<file path="config.mk">
export PLATFORM = sky130hd
export DESIGN_NAME = bc_frame_seq
export DESIGN_NICKNAME = d
export VERILOG_FILES = /design/src/rtl/bc_frame_seq.sv
export SDC_FILE = /design/constraint.sdc
export NUM_CORES = 1
export LEC_CHECK = 0
export BUFFER_PORTS_ARGS = -buffer_cell sky130_fd_sc_hd__buf_2
export CAP_MARGIN = 20
export CORE_MARGIN = 4
export CORE_UTILIZATION = 45
export DETAILED_ROUTE_END_ITERATION = 10
export GPL_ROUTABILITY_DRIVEN = 0
export PLACE_DENSITY = 0.73
export RECOVER_POWER = 25
export SYNTH_ARGS = -nofsm -noshare
export SYNTH_HDL_FRONTEND = slang
export SYNTH_SLANG_ARGS = --single-unit
</file>
<file path="constraint.sdc">
create_clock -name clk -period 2.7 [get_ports clk]
set_input_delay 0.135 -clock clk [delete_from_list [all_inputs] [get_ports clk]]
set_output_delay 0.135 -clock clk [all_outputs]
set_load 0.005 [all_outputs]
</file>
<file path="src/rtl/bc_frame_seq.sv">
module bc_frame_seq #(
  parameter int AW = 16,
  parameter int DW = 16,
  parameter int LW = 10
) (
  input  logic          clk,
  input  logic          rst_n,
  input  logic          reg_we,
  input  logic [2:0]    reg_sel,
  input  logic [AW-1:0] reg_wdata,
  input  logic          go,
  output logic          ram_rd,
  output logic [AW-1:0] ram_addr,
  input  logic [DW-1:0] ram_rdata,
  output logic          msg_start,
  output logic [DW-1:0] msg_desc,
  input  logic          msg_done,
  input  logic          msg_err,
  output logic          msg_abort,
  output logic          busy,
  output logic          eof,
  output logic          offline
);
  typedef enum logic [2:0] {S_IDLE, S_FETCH, S_LATCH, S_ISSUE, S_WAIT} st_t;
  st_t st;

  logic [AW-1:0] start0, start1, ptr;
  logic [LW-1:0] cnt0, cnt1, len, cnt;
  logic [2:0]    act;
  logic          psel, loop, cur, stop_pend, err_seen;
  logic [DW-1:0] desc;

  wire in_wait  = (st == S_WAIT);
  wire immed    = (act == 3'd1) || (act == 3'd2) || (act == 3'd5) ||
                  (act == 3'd6) || (act == 3'd7);
  wire err_hit  = msg_err || err_seen;
  wire take_imm = in_wait && msg_err && immed;
  wire take_end = in_wait && msg_done && !take_imm;
  wire stop_msg = take_end && err_hit && (act == 3'd3);
  wire adv      = (take_imm && (act == 3'd1 || act == 3'd7)) || (take_end && !stop_msg);
  wire last     = (cnt == len);
  wire endf     = (adv && last) || (take_imm && act == 3'd2);
  wire stop_nx  = stop_pend || (take_end && err_hit && act == 3'd4);

  assign ram_rd    = (st == S_FETCH);
  assign ram_addr  = ptr;
  assign msg_start = (st == S_ISSUE);
  assign msg_desc  = desc;
  assign msg_abort = take_imm && !msg_done;
  assign busy      = (st != S_IDLE);

  always_ff @(posedge clk or negedge rst_n) begin
    if (!rst_n) begin
      start0 <= '0;
      start1 <= '0;
      cnt0   <= '0;
      cnt1   <= '0;
      act    <= '0;
      psel   <= 1'b0;
      loop   <= 1'b0;
    end else if (reg_we) begin
      case (reg_sel)
        3'd0: start0 <= reg_wdata;
        3'd1: cnt0   <= reg_wdata[LW-1:0];
        3'd2: start1 <= reg_wdata;
        3'd3: cnt1   <= reg_wdata[LW-1:0];
        3'd4: begin
          act  <= reg_wdata[2:0];
          psel <= reg_wdata[3];
          loop <= reg_wdata[4];
        end
        default: ;
      endcase
    end
  end

  always_ff @(posedge clk or negedge rst_n) begin
    if (!rst_n) begin
      st        <= S_IDLE;
      ptr       <= '0;
      len       <= '0;
      cnt       <= '0;
      cur       <= 1'b0;
      stop_pend <= 1'b0;
      err_seen  <= 1'b0;
      desc      <= '0;
      eof       <= 1'b0;
      offline   <= 1'b0;
    end else begin
      eof <= 1'b0;
      case (st)
        S_IDLE: if (go) begin
          cur       <= psel;
          ptr       <= psel ? start1 : start0;
          len       <= psel ? cnt1 : cnt0;
          cnt       <= '0;
          stop_pend <= 1'b0;
          offline   <= 1'b0;
          st        <= S_FETCH;
        end
        S_FETCH: st <= S_LATCH;
        S_LATCH: begin
          desc <= ram_rdata;
          st   <= S_ISSUE;
        end
        S_ISSUE: begin
          err_seen <= 1'b0;
          st       <= S_WAIT;
        end
        S_WAIT: begin
          stop_pend <= stop_nx;
          if (msg_err && !immed) err_seen <= 1'b1;
          if (endf) begin
            eof <= 1'b1;
            if (loop && !stop_nx) begin
              ptr <= cur ? start1 : start0;
              len <= cur ? cnt1 : cnt0;
              cnt <= '0;
              st  <= S_FETCH;
            end else begin
              st <= S_IDLE;
            end
          end else if (adv) begin
            ptr <= ptr + 1'b1;
            cnt <= cnt + 1'b1;
            st  <= S_FETCH;
          end else if (take_imm && act == 3'd5) begin
            offline <= 1'b1;
            st      <= S_IDLE;
          end else if (take_imm && act == 3'd6) begin
            cur <= 1'b1;
            ptr <= start1;
            len <= cnt1;
            cnt <= '0;
            st  <= S_FETCH;
          end else if (stop_msg) begin
            st <= S_IDLE;
          end
        end
        default: st <= S_IDLE;
      endcase
    end
  end
endmodule


</file>
Word-level counts from Yosys, hierarchy flattened

Cells that the tools add are included.

Register bits: 117
Input port bits: 41
Output and inout bits: 38
Logic and storage cells: 145

$add $sub $neg: 2
Equality and inequality tests: 30
Muxes and demuxes: 49
Reduce and logical (&&, ||, !) cells: 47

Operators with widths:

| operator                                            | number |
|---|---|
| two-way mux 10 bit                                  | 14 |
| two-way mux 16 bit                                  | 8 |
| one-hot mux 10 bit (2 select lines)                 | 2 |
| one-hot mux 16 bit (2 select lines)                 | 1 |
| equality test 3 x 2 -> 1 bit, second input constant | 6 |
| equality test 3 bit, second input constant          | 6 |
| two-way mux 3 bit                                   | 6 |
| adder 16 x 1 -> 16 bit, second input constant       | 1 |
| logical AND 1 bit                                   | 16 |
| AND reduction 2 bit                                 | 8 |
| one-hot mux 3 bit (5 select lines)                  | 1 |
| two-way mux 1 bit                                   | 13 |
| AND reduction 6 bit                                 | 2 |
| adder 10 x 1 -> 10 bit, second input constant       | 1 |
| equality test 10 bit                                | 1 |
| AND reduction 5 bit                                 | 2 |
| equality test 3 x 1 -> 1 bit, second input constant | 3 |
| logical OR 1 bit                                    | 9 |
| != test 2 bit, second input constant                | 4 |
| one-hot mux 1 bit (2 select lines)                  | 4 |
| zero test 3 bit                                     | 2 |
| != test 2 x 1 -> 1 bit, second input constant       | 3 |
| != test 3 x 2 -> 1 bit, second input constant       | 2 |
| != test 6 x 1 -> 1 bit, second input constant       | 1 |
| other kinds (7)                                     | 12 |

Longest topological paths before layout

Gate-level depths: netlist of run 1.

Depth after elaboration: 17
Mapped depth: 11
Gate-level depth less buffers: 9

Worst setup path before layout of run 1

OpenSTA, ideal clock, no wires.

Path type: register to register
From: register act[0]
To: register ptr[11], in the netlist ram_addr[11]
Library setup time: 130 ps
Arrival: 2238 ps
Data required time: 2570 ps
Path slack: 331 ps
Cell stages (with the launch flop): 10
Buffers on the path: 2
Period minus slack after synthesis: 2369 ps
Cells stage by stage: dfrtp_1 -> inv_1 -> ha_1 -> or3_1 -> and4_4 -> o31ai_1 -> a21o_1 -> buf_4 -> buf_2 -> o21ai_0

Longest elaborated chain between the ends: 17
Elaborated cells between the ends (all ways): 37
Classes of those cells: eq/ne (10); mux (3); reduce/logical (24)

Ends and longest elaborated chain:

| element                                                                                     | line       | source |
|---|---|---|
| from (decl)                                                                                 | 29         | `logic [2:0] act;` |
| from (signal assigned)                                                                      | 68         | `act <= reg_wdata[2:0];` |
| equality test 3 x 1 -> 1 bit or equality test 3 x 2 -> 1 bit (tied branches)                | 34, 40, 42 |  |
| logical OR 1 bit (3 in a row)                                                               | 34         | `wire immed = (act == 3'd1) \|\| (act == 3'd2) \|\| (act == 3'd5) \|\|` |
| logical OR 1 bit                                                                            | 35         | `(act == 3'd6) \|\| (act == 3'd7);` |
| logical AND 1 bit                                                                           | 37         | `wire take_imm = in_wait && msg_err && immed;` |
| zero test 1 bit                                                                             | 38         | `wire take_end = in_wait && msg_done && !take_imm;` |
| logical AND 1 bit                                                                           | 38         |  |
| logical AND 1 bit                                                                           | 39, 43     |  |
| logical AND 1 bit                                                                           | 39         | `wire stop_msg = take_end && err_hit && (act == 3'd3);` |
| zero test 1 bit                                                                             | 40         | `wire adv = (take_imm && (act == 3'd1 \|\| act == 3'd7)) \|\| (take_end && !stop_msg);` |
| logical AND 1 bit                                                                           | 40         |  |
| logical OR 1 bit                                                                            | 40         |  |
| logical AND 1 bit                                                                           | 42         | `wire endf = (adv && last) \|\| (take_imm && act == 3'd2);` |
| logical OR 1 bit                                                                            | 42         |  |
| != test 4 x 1 -> 1 bit (no source line), or another cell as far along                       | --         |  |
| AND reduction 5 bit (no source line) or one-hot mux 16 bit (2 select lines) (tied branches) | --         |  |
| to (signal assigned)                                                                        | 94         | `ptr <= psel ? start1 : start0;` |
| to (signal assigned)                                                                        | 116        | `ptr <= cur ? start1 : start0;` |
| to (signal assigned)                                                                        | 124        | `ptr <= ptr + 1'b1;` |
| to (decl)                                                                                   | 27         | `logic [AW-1:0] start0, start1, ptr;` |

Several ways; a longest one is shown, not always the timed one.
A chain may end at the register's enable or synchronous reset.

Worst setup path in the final report of run 1

From: register act[0]
To: register cnt[5]

Longest elaborated chain between the ends: 17
Elaborated cells between the ends (all ways): 37
Classes of those cells: eq/ne (10); mux (3); reduce/logical (24)

Ends and longest elaborated chain:

| element                                                                                     | line       | source |
|---|---|---|
| equality test 3 x 1 -> 1 bit or equality test 3 x 2 -> 1 bit (tied branches)                | 34, 40, 42 |  |
| logical OR 1 bit (3 in a row)                                                               | 34         |  |
| logical OR 1 bit                                                                            | 35         |  |
| logical AND 1 bit                                                                           | 37         |  |
| zero test 1 bit                                                                             | 38         |  |
| logical AND 1 bit                                                                           | 38         |  |
| logical AND 1 bit                                                                           | 39, 43     |  |
| logical AND 1 bit                                                                           | 39         |  |
| zero test 1 bit                                                                             | 40         |  |
| logical AND 1 bit                                                                           | 40         |  |
| logical OR 1 bit                                                                            | 40         |  |
| logical AND 1 bit                                                                           | 42         |  |
| logical OR 1 bit                                                                            | 42         |  |
| != test 4 x 1 -> 1 bit (no source line), or another cell as far along                       | --         |  |
| AND reduction 5 bit (no source line) or one-hot mux 10 bit (2 select lines) (tied branches) | --         |  |
| to (signal assigned)                                                                        | 125        | `cnt <= cnt + 1'b1;` |
| to (decl)                                                                                   | 28         | `logic [LW-1:0] cnt0, cnt1, len, cnt;` |

Several ways; a longest one is shown, not always the timed one.

==> results of run 1 <==
registers in the layout, summed over array words and instances (netlist names), 3 cells and up:
register / flops
ram_addr: 16
cnt1: 10
act: 3
start1: 16
cnt: 10
start0: 16
cnt0: 10
msg_desc: 16
st: 3
len: 10
synthesized netlist by cell type, types with 5 or more instances:
master,n,share of area
nand2_1,36,0.024
nand3b_1,5,0.0066
nand3_1,11,0.0097
xnor2_1,15,0.023
nor2_1,31,0.021
clkbuf_1,10,0.0066
ha_1,6,0.013
inv_1,8,0.0053
dfrtp_1,117,0.52
xor2_1,10,0.015
nand4_1,7,0.0077
o31ai_1,7,0.0093
buf_2,5,0.0044
a222oi_1,15,0.027
mux2_2,71,0.14
o21ai_0,21,0.019
a21oi_1,26,0.023
nor3_1,5,0.0044
mux2i_1,11,0.019
or3_1,9,0.010
worst reg2reg max path: stages (launching register included):
cell and delay, ps:
dfrtp_1 400, inv_2 110, ha_4 220, or2_1 260
nand4_2 130, and4_4 270, o31ai_1 110, a21o_2 280
or4_1 510, a21oi_1 160
metal layers:
| layer | routed length (um) | track usage | part of all wire | up-vias |
|---|---|---|---|---|
| met5 | 0 | 0 | 0 | - |
| met4 | 199 | 0.0630 | 0.015 | 0 |
| met3 | 519 | 0.0438 | 0.038 | 23 |
| met2 | 6930 | 0.330 | 0.51 | 134 |
| met1 | 5930 | 0.255 | 0.44 | 2195 |
| li1 | - | - | - | 2029 |
cell usage in the layout, fill, tap and decap left out, types with 4 or more instances in the layout:
cell type	n
nand2_1	36
nor2_1	31
nand3b_1	5
clkbuf_16	17
o21ai_1	4
nand4_1	7
a222oi_1	15
xor2_1	10
or3_1	9
mux2_2	71
nand3_1	11
inv_1	6
buf_2	76
mux2i_1	11
dlygate4sd3_1	24
o31ai_1	7
dfrtp_1	117
nor4_1	4
nor3_1	5
ha_1	5
xnor2_1	15
buf_4	15
clkbuf_1	4
clkinv_4	4
a21oi_1	26
o21ai_0	21
layout make-up:
cell class              instances  area, um2
clock buffers                  19        443
well taps                     168        210
multi-input cells             339       2610
fillers                       960       5000
inverters                       8       30.0
clock inverters                12        133
flip-flops and latches        117       2930
repair buffers                122        812
power by group:
group | switching, mW | internal (mW)
combinational | 1.08 | 1.13
clock | 0.774 | 1.37
sequential | 0.526 | 2.31
total | 2.38 | 4.82
cell families (layout without fill, tap and decap cells):
family / Yosys count / count (layout) / share of synthesized area
AND/OR/NAND/NOR: 131 / 131 / 0.125
adder cells (fa/ha/maj): 6 / 6 / 0.0133
multiplexers: 82 / 82 / 0.161
AO/OA/AOI/OAI: 95 / 95 / 0.116
buffers and inverters: 31 / 161 / 0.0283
XOR/XNOR: 25 / 25 / 0.0387
flip-flops: 117 / 117 / 0.518
per-stage QoR:
step / hold slack, ps / util / power [mW] / area (um2) / std cells
2_1_floorplan: -161 / - / 4.16 / 5650 / 487
3_3_place_gp: 84.2 / 0.522 / 4.89 / 6350 / 729
3_5_place_dp: 89.9 / 0.522 / 5.00 / 6350 / 729
4_1_cts: 3.79 / 0.589 / 7.20 / 7170 / 784
5_1_grt: 20.8 / 0.589 / 7.63 / 7170 / 785
6_report: 12.9 / 0.589 / 7.20 / 7170 / 785
timing repair:
action,CTS,global route
endpoints found under the hold margin,57,0
endpoints found under the setup margin,0,14
setup buffers,0,1
gates resized for setup,0,4
hold buffers,24,0
worst max-delay path by stage:
stage | start | to | slack [ps] | cells past startpoint
after detailed placement | act[0] | cnt[8] | 80 | 9
after global placement | act[0] | cnt[7] | 190 | 10
after floorplan | act[0] | ram_addr[11] | 330 | 9
after CTS | act[0] | cnt[9] | 60 | 9
final | act[0] | cnt[5] | 170 | 9
after global routing | act[0] | cnt[9] | 30 | 10
==> flow_summary.json, run 1 <==
{
  "status": "finished with violations",
  "violations": "capacitance limit, slew limit",
  "cts_made_buffers": 17,
  "path_class": "reg -> reg",
  "ir_worst_vdd_uv": 498,
  "dieArea_um2": 14400,
  "rsz0062_at_grt": "false",
  "fin_ws_ps": 171,
  "die_x_um": 120,
  "viasPerCell": 5.58,
  "setup-violations-final": 0,
  "cp.arrival_ps": 2850,
  "holdPathEnd": "act[0]",
  "ys_ff_latch": 117,
  "path_buf_inv": 1,
  "grt_pass1_wl_um": 22600,
  "holdPathStages": 3,
  "vias": 4381,
  "drc": 0,
  "clk_pin_slew_worst_paths_ps": 50,
  "hp-start": "reg_wdata[0]",
  "async_flop_share": 1.00,
  "synthesis.nets": 534,
  "max_slew.worst_pin.slew_ps": 1590,
  "cts-root-buf": "clkbuf_16",
  "cpPeakStageDelay_ps": 510,
  "min_path_type": "in -> reg",
  "wire_per_inst_um": 17.3,
  "grt_usage": 0.197,
  "synth_flop_cell": "dfrtp_1",
  "finalSetupTns_ps": 0,
  "fmax_mhz": 395,
  "fin_nets": 652,
  "h-tree-depth": 4,
  "synth.distinct_cells": 57,
  "antenna_found_initial": 0,
  "drv_slew": 30,
  "fin_crit_ps": 2530,
  "core_um2": 12200,
  "r2r_end": "cnt[5]",
  "avgSynthCellArea_um2": 11.6,
  "grt_pass1_vias": 4511,
  "drv_cap": 1,
  "synth-edff-count": 0,
  "placementRows": 40,
  "critPathRequiredTime_ps": 3020,
  "crit_path_top_delay_cell": "or4_1",
  "syn-cell-area_um2": 5650,
  "powerDensity_nw_per_um2": 1000,
  "clkLatencyLatePin_ps": 410,
  "r2r_cells": 9,
  "diodes": 0,
  "start_util": 0.465,
  "rrSetupSlack_ps": 170,
  "slew_headroom": -0.0583,
  "postRouteAntennaNets": 0,
  "drtIter0Drc": 355,
  "drive_gt1_frac": 0.352,
  "cp_top_family": "simple AND/OR/NAND/NOR gates",
  "dr.pass1.iters": 6,
  "crit_fanout": 8,
  "clk_path_buf_depth": 2,
  "r2r_start": "act[0]",
  "skew_ps": 7.11,
  "hpwl_um": 9330,
  "drt-total-wl_um": 13600,
  "start_kind": "flop",
  "ys_seq_area_frac": 0.518,
  "ios": 79,
  "portBuffers": 78,
  "cts_tree": "done",
  "worst_setup_path_end_kind": "flop",
  "grt.overflow.total": 0,
  "leakagePower_nw": 3.16,
  "dp_slack_ps": 83.5,
  "area_delta_synth_final_pct": 26.7,
  "path_cells": "inv_2 > ha_4 > or2_1 > nand4_2 > and4_4 > o31ai_1 > a21o_2 > or4_1 > a21oi_1",
  "ys_warn_count": 0,
  "min_period_over_period": 0.937,
  "cts_sinks": 117,
  "hold_viol_final": 0,
  "grt_max_degree": 47,
  "die-height_um": 120,
  "netlist_instances": 487
}
Power figures use the tool's default switching activity.
==> inputs of run 2 (changes only) <==
--- a/config.mk
+++ b/config.mk
@@ -7,8 +7,10 @@
 export LEC_CHECK = 0
 export BUFFER_PORTS_ARGS = -buffer_cell sky130_fd_sc_hd__buf_2
 export CAP_MARGIN = 20
+export CORE_ASPECT_RATIO = 1.5
 export CORE_MARGIN = 4
 export CORE_UTILIZATION = 45
+export CTS_BUF_LIST = sky130_fd_sc_hd__clkbuf_4 sky130_fd_sc_hd__clkbuf_8 sky130_fd_sc_hd__clkbuf_16
 export DETAILED_ROUTE_END_ITERATION = 10
 export GPL_ROUTABILITY_DRIVEN = 0
 export PLACE_DENSITY = 0.73
==> flow_summary.json, run 2 (synthesized netlist as in run 1, its figures left out) <==
{
  "finalSetupTns_ps": 0,
  "powerDensity_nw_per_um2": 1020,
  "clk_pin_slew_worst_paths_ps": 50,
  "vias": 4414,
  "dr.pass1.iters": 8,
  "crit_path_top_delay_cell": "or4_1",
  "leakagePower_nw": 3.20,
  "setup-violations-final": 0,
  "cts_made_buffers": 17,
  "path_cells": "inv_2 > ha_4 > or2_1 > nand4_2 > and4_4 > o31ai_2 > a21o_2 > or4_1 > a21oi_1",
  "cts_tree": "done",
  "fin_crit_ps": 2560,
  "fmax_mhz": 391,
  "die_x_um": 99.5,
  "start_util": 0.466,
  "wire_per_inst_um": 18.6,
  "cts_sinks": 117,
  "hpwl_um": 9700,
  "p_comb_frac": 0.307,
  "max_slew.worst_pin.slew_ps": 1440,
  "grt_pass1_wl_um": 23500,
  "cp.arrival_ps": 2880,
  "area_delta_synth_final_pct": 27.2,
  "hp-start": "reg_wdata[9]",
  "crit_fanout": 7,
  "drv_cap": 0,
  "critPathRequiredTime_ps": 3030,
  "grt.overflow.total": 0,
  "stdcell_count": 773,
  "min_period_over_period": 0.947,
  "p_clk_frac": 0.312,
  "path_class": "reg -> reg",
  "drtIter0Drc": 337,
  "post-route-util": 0.592,
  "viasPerCell": 5.71,
  "worst_setup_path_end_kind": "flop",
  "min_path_type": "in -> reg",
  "power_mw": 7.36,
  "path_buf_inv": 1,
  "cts-root-buf": "clkbuf_16",
  "rsz0062_at_grt": "false",
  "drc": 0,
  "cpPeakStageDelay_ps": 510,
  "fin_nets": 654,
  "postRouteAntennaNets": 0,
  "r2r_end": "cnt[5]",
  "portBuffers": 78,
  "start_kind": "flop",
  "dieArea_um2": 14500,
  "grt_max_degree": 57,
  "cp_top_family": "simple AND/OR/NAND/NOR gates",
  "seqPwrFrac": 0.381,
  "grt_usage": 0.206,
  "r2r_start": "act[0]",
  "drive_gt1_frac": 0.355,
  "slew_headroom": 0.0398,
  "grt_pass1_vias": 4635,
  "ir_worst_vdd_uv": 566,
  "hold_viol_final": 0,
  "r2r_cells": 9,
  "antenna_found_initial": 0,
  "diodes": 0,
  "ios": 79,
  "clk_path_buf_depth": 2,
  "skew_ps": 7.78,
  "drv_slew": 0,
  "placementRows": 49,
  "h-tree-depth": 4,
  "status": "complete, no violations",
  "drt-total-wl_um": 14400,
  "p_sw_frac": 0.323,
  "dp_cells": 716,
  "switching_power_mw": 2.38,
  "rrSetupSlack_ps": 140,
  "layout_commonest_cell": "dfrtp_1",
  "holdPathEnd": "cnt0[9]",
  "holdPathStages": 2,
  "die-height_um": 145,
  "p_int_mw": 4.98,
  "core_um2": 12100,
  "clkLatencyLatePin_ps": 410,
  "final_cell_mix": "117 x dfrtp_1, 75 x buf_2, 70 x mux2_2, 36 x nand2_1, 31 x nor2_1"
}
==> run 2: changes by cell type in the layout (fill, tap and decap cells not counted), moves of 2 or more <==
cell / delta
clkbuf_8: +2
clkinv_4: -4
clkinvlp_4: -2
buf_4: +2
clkinv_2: +3
==> run 2: worst register-to-register path: stages, from the launching register on <==
cell	delay [ps]
dfrtp_1	410
inv_2	110
ha_4	220
or2_1	270
nand4_2	140
and4_4	280
o31ai_2	90
a21o_2	280
or4_1	520
a21oi_1	160
==> run 2: area by class of cell <==
| type | instances | area [um2] |
|---|---|---|
| timing repair buffer | 124 | 823 |
| tap | 153 | 191 |
| fill | 993 | 4950 |
| clock inverter | 10 | 128 |
| sequential | 117 | 2930 |
| inverter | 8 | 30.0 |
| multi-input combinational | 339 | 2610 |
| clock buffer | 22 | 482 |
==> run 2: power groups by stage <==
stage	registers [mW]	logic [mW]	clock network (mW)
2_1_floorplan	2.70	1.46	0
3_3_place_gp	2.78	2.08	0
3_5_place_dp	2.81	2.17	0
4_1_cts	2.79	2.23	2.33
5_1_grt	2.87	2.49	2.43
6_report	2.80	2.26	2.29
==> run 2: through the flow <==
stage | worst slack (ps) | instance area [um2] | hold WS (ps)
6_report | 144 | 7190 | 26.3
5_1_grt | 0.571 | 7190 | 23.1
4_1_cts | 36.0 | 7180 | 20.4
3_5_place_dp | 13.3 | 6330 | 243
3_3_place_gp | 183 | 6330 | 224
2_1_floorplan | 331 | 5650 | -161
==> run 2: worst max path at each step <==
stage / start / end / slack, ps / depth (start not counted)
finish: act[0] / cnt[5] / 140 / 9
detailed placement: act[0] / ram_addr[11] / 10 / 8
global route: cnt[4] / ram_addr[6] / 0.6 / 8
CTS: act[0] / ram_addr[2] / 40 / 9
global placement: act[0] / cnt[4] / 180 / 10
floorplan: act[0] / ram_addr[11] / 330 / 9
==> run 2: layer usage <==
layer / part of all wire / GRT usage / vias up
met1: 0.38 / 0.242 / 2171
met3: 0.048 / 0.0476 / 46
met4: 0.044 / 0.100 / 0
met2: 0.53 / 0.350 / 169
li1: - / - / 2028
met5: 0 / 0 / -
==> run 2: what timing repair did <==
item,CTS,global route
pin swaps,0,1
endpoints found under the hold margin,83,0
hold buffers,24,0
resized for setup,1,5
setup endpoints to repair,8,25
buffers inserted,0,1
==> inputs of run 3 (changes only) <==
==> constraint.sdc (replaced) <==
create_clock -name clk -period 2.7 [get_ports clk]
set_input_delay 0.405 -clock clk [delete_from_list [all_inputs] [get_ports clk]]
set_output_delay 0.405 -clock clk [all_outputs]
set_load 0.005 [all_outputs]
==> flow_summary.json, run 3 (synthesized netlist as in run 1, its figures left out) <==
{
  "hold_viol_final": 0,
  "skew_ps": 6.76,
  "min_path_type": "in -> async",
  "h-tree-depth": 4,
  "dr.pass1.iters": 5,
  "core_um2": 12100,
  "ctsResizeCount": 0,
  "drc": 0,
  "grt_max_degree": 48,
  "leakagePower_nw": 3.08,
  "grt_usage": 0.192,
  "portBuffers": 78,
  "grt_pass1_wl_um": 22000,
  "cts_made_buffers": 17,
  "cts_sinks": 117,
  "seqPwrFrac": 0.395,
  "critPathRequiredTime_ps": 2990,
  "diodes": 0,
  "ir_worst_vdd_uv": 660,
  "cts-root-buf": "clkbuf_16",
  "setup-violations-final": 0,
  "dp_slack_ps": 89.0,
  "ctsHoldBuffers": 0,
  "final_cell_mix": "117 x dfrtp_1, 77 x buf_2, 71 x mux2_2, 36 x nand2_1, 31 x nor2_1",
  "fin_crit_ps": 2530,
  "switching_power_mw": 2.29,
  "fin_ws_ps": 165,
  "drt-total-wl_um": 13300,
  "p_comb_frac": 0.304,
  "ios": 79,
  "antenna_found_initial": 0,
  "grt.overflow.total": 0,
  "cp.arrival_ps": 2830,
  "wire_per_inst_um": 17.8,
  "clk_path_buf_depth": 2,
  "max_slew.worst_pin.slew_ps": 1160,
  "viasPerCell": 5.82,
  "die_x_um": 99.5,
  "cts_tree": "done",
  "drv_cap": 0,
  "powerDensity_nw_per_um2": 1030,
  "start_util": 0.466,
  "path_class": "reg -> reg",
  "r2r_start": "act[0]",
  "finalSetupTns_ps": 0,
  "drv_slew": 0,
  "area_delta_synth_final_pct": 21.8,
  "critPathLaunch": "act[0]",
  "fill_cells": 1011,
  "clkLatencyLatePin_ps": 410,
  "start_kind": "flop",
  "postRouteAntennaNets": 0,
  "crit_fanout": 24,
  "slew_headroom": 0.224,
  "rsz0062_at_grt": "false",
  "p_int_mw": 4.79,
  "p_clk_frac": 0.301,
  "vias": 4341,
  "p_sw_frac": 0.324,
  "min_period_over_period": 0.939,
  "layout_commonest_cell": "dfrtp_1",
  "status": "complete, no violations",
  "die-height_um": 145,
  "grt_pass1_vias": 4427,
  "fin_nets": 628,
  "hpwl_um": 9510,
  "drive_gt1_frac": 0.368,
  "fmax_mhz": 395,
  "placementRows": 49,
  "post_cts_buffers": 0,
  "dieArea_um2": 14500,
  "worst_setup_path_end_kind": "flop",
  "clk_pin_slew_worst_paths_ps": 50,
  "drtIter0Drc": 328
}
-- run 3: final cells by class --
| cell class | instances | area (um2) | share of cell area |
|---|---|---|---|
| Inverter | 8 | 30.0 | 0.00436 |
| Multi-Input combinational cell | 339 | 2610 | 0.379 |
| Sequential cell | 117 | 2930 | 0.425 |
| Clock buffer | 20 | 454 | 0.0659 |
| Tap cell | 153 | 191 | 0.0278 |
| Clock inverter | 11 | 110 | 0.0160 |
| Timing Repair Buffer | 98 | 567 | 0.0823 |
-- run 3: worst paths after layout --
kind | endpoint | slack, ps | cells after the start
min in group clk | msg_desc[10] | 230 | 2
max reg2reg | ram_addr[4] | 170 | 9
min | start0[13] | 220 | 1
min reg2reg | msg_desc[10] | 500 | 1
max in group asynchronous | cnt1[0] | 820 | 2
max | ram_addr[4] | 170 | 9
-- run 3: power by group through the flow --
| stage | Combinational [mW] | Sequential [mW] | Clock, mW |
|---|---|---|---|
| floorplan | 1.46 | 2.70 | 0 |
| global placement | 2.06 | 2.78 | 0 |
| detailed placement | 2.15 | 2.81 | 0 |
| CTS | 2.16 | 2.79 | 2.17 |
| global route | 2.40 | 2.87 | 2.26 |
| finish | 2.15 | 2.79 | 2.13 |
-- run 3: critical path, stage by stage, from the launching register on --
cell and delay (ps):
dfrtp_1 400, inv_1 150, ha_4 240, or3_1 430
and4_4 240, o31ai_1 340, a21o_1 220, buf_6 230
nand2_1 80, o31a_1 100
-- run 3: metal layers --
layer / vias up / wire (um) / global-route usage
met4: 0 / 507 / 0.0868
li1: 1979 / - / -
met2: 173 / 7000 / 0.320
met3: 37 / 774 / 0.0653
met5: - / 0 / 0
met1: 2152 / 5030 / 0.222
-- run 3: stage by stage --
stage | total power [mW] | instances | utilization | hold WS (ps) | area [um2]
2_1_floorplan | 4.16 | 487 | - | 109 | 5650
3_3_place_gp | 4.85 | 715 | 0.521 | 445 | 6330
3_5_place_dp | 4.96 | 715 | 0.521 | 458 | 6330
4_1_cts | 7.12 | 746 | 0.568 | 20.2 | 6890
5_1_grt | 7.53 | 746 | 0.568 | 209 | 6890
6_report | 7.08 | 746 | 0.568 | 219 | 6890
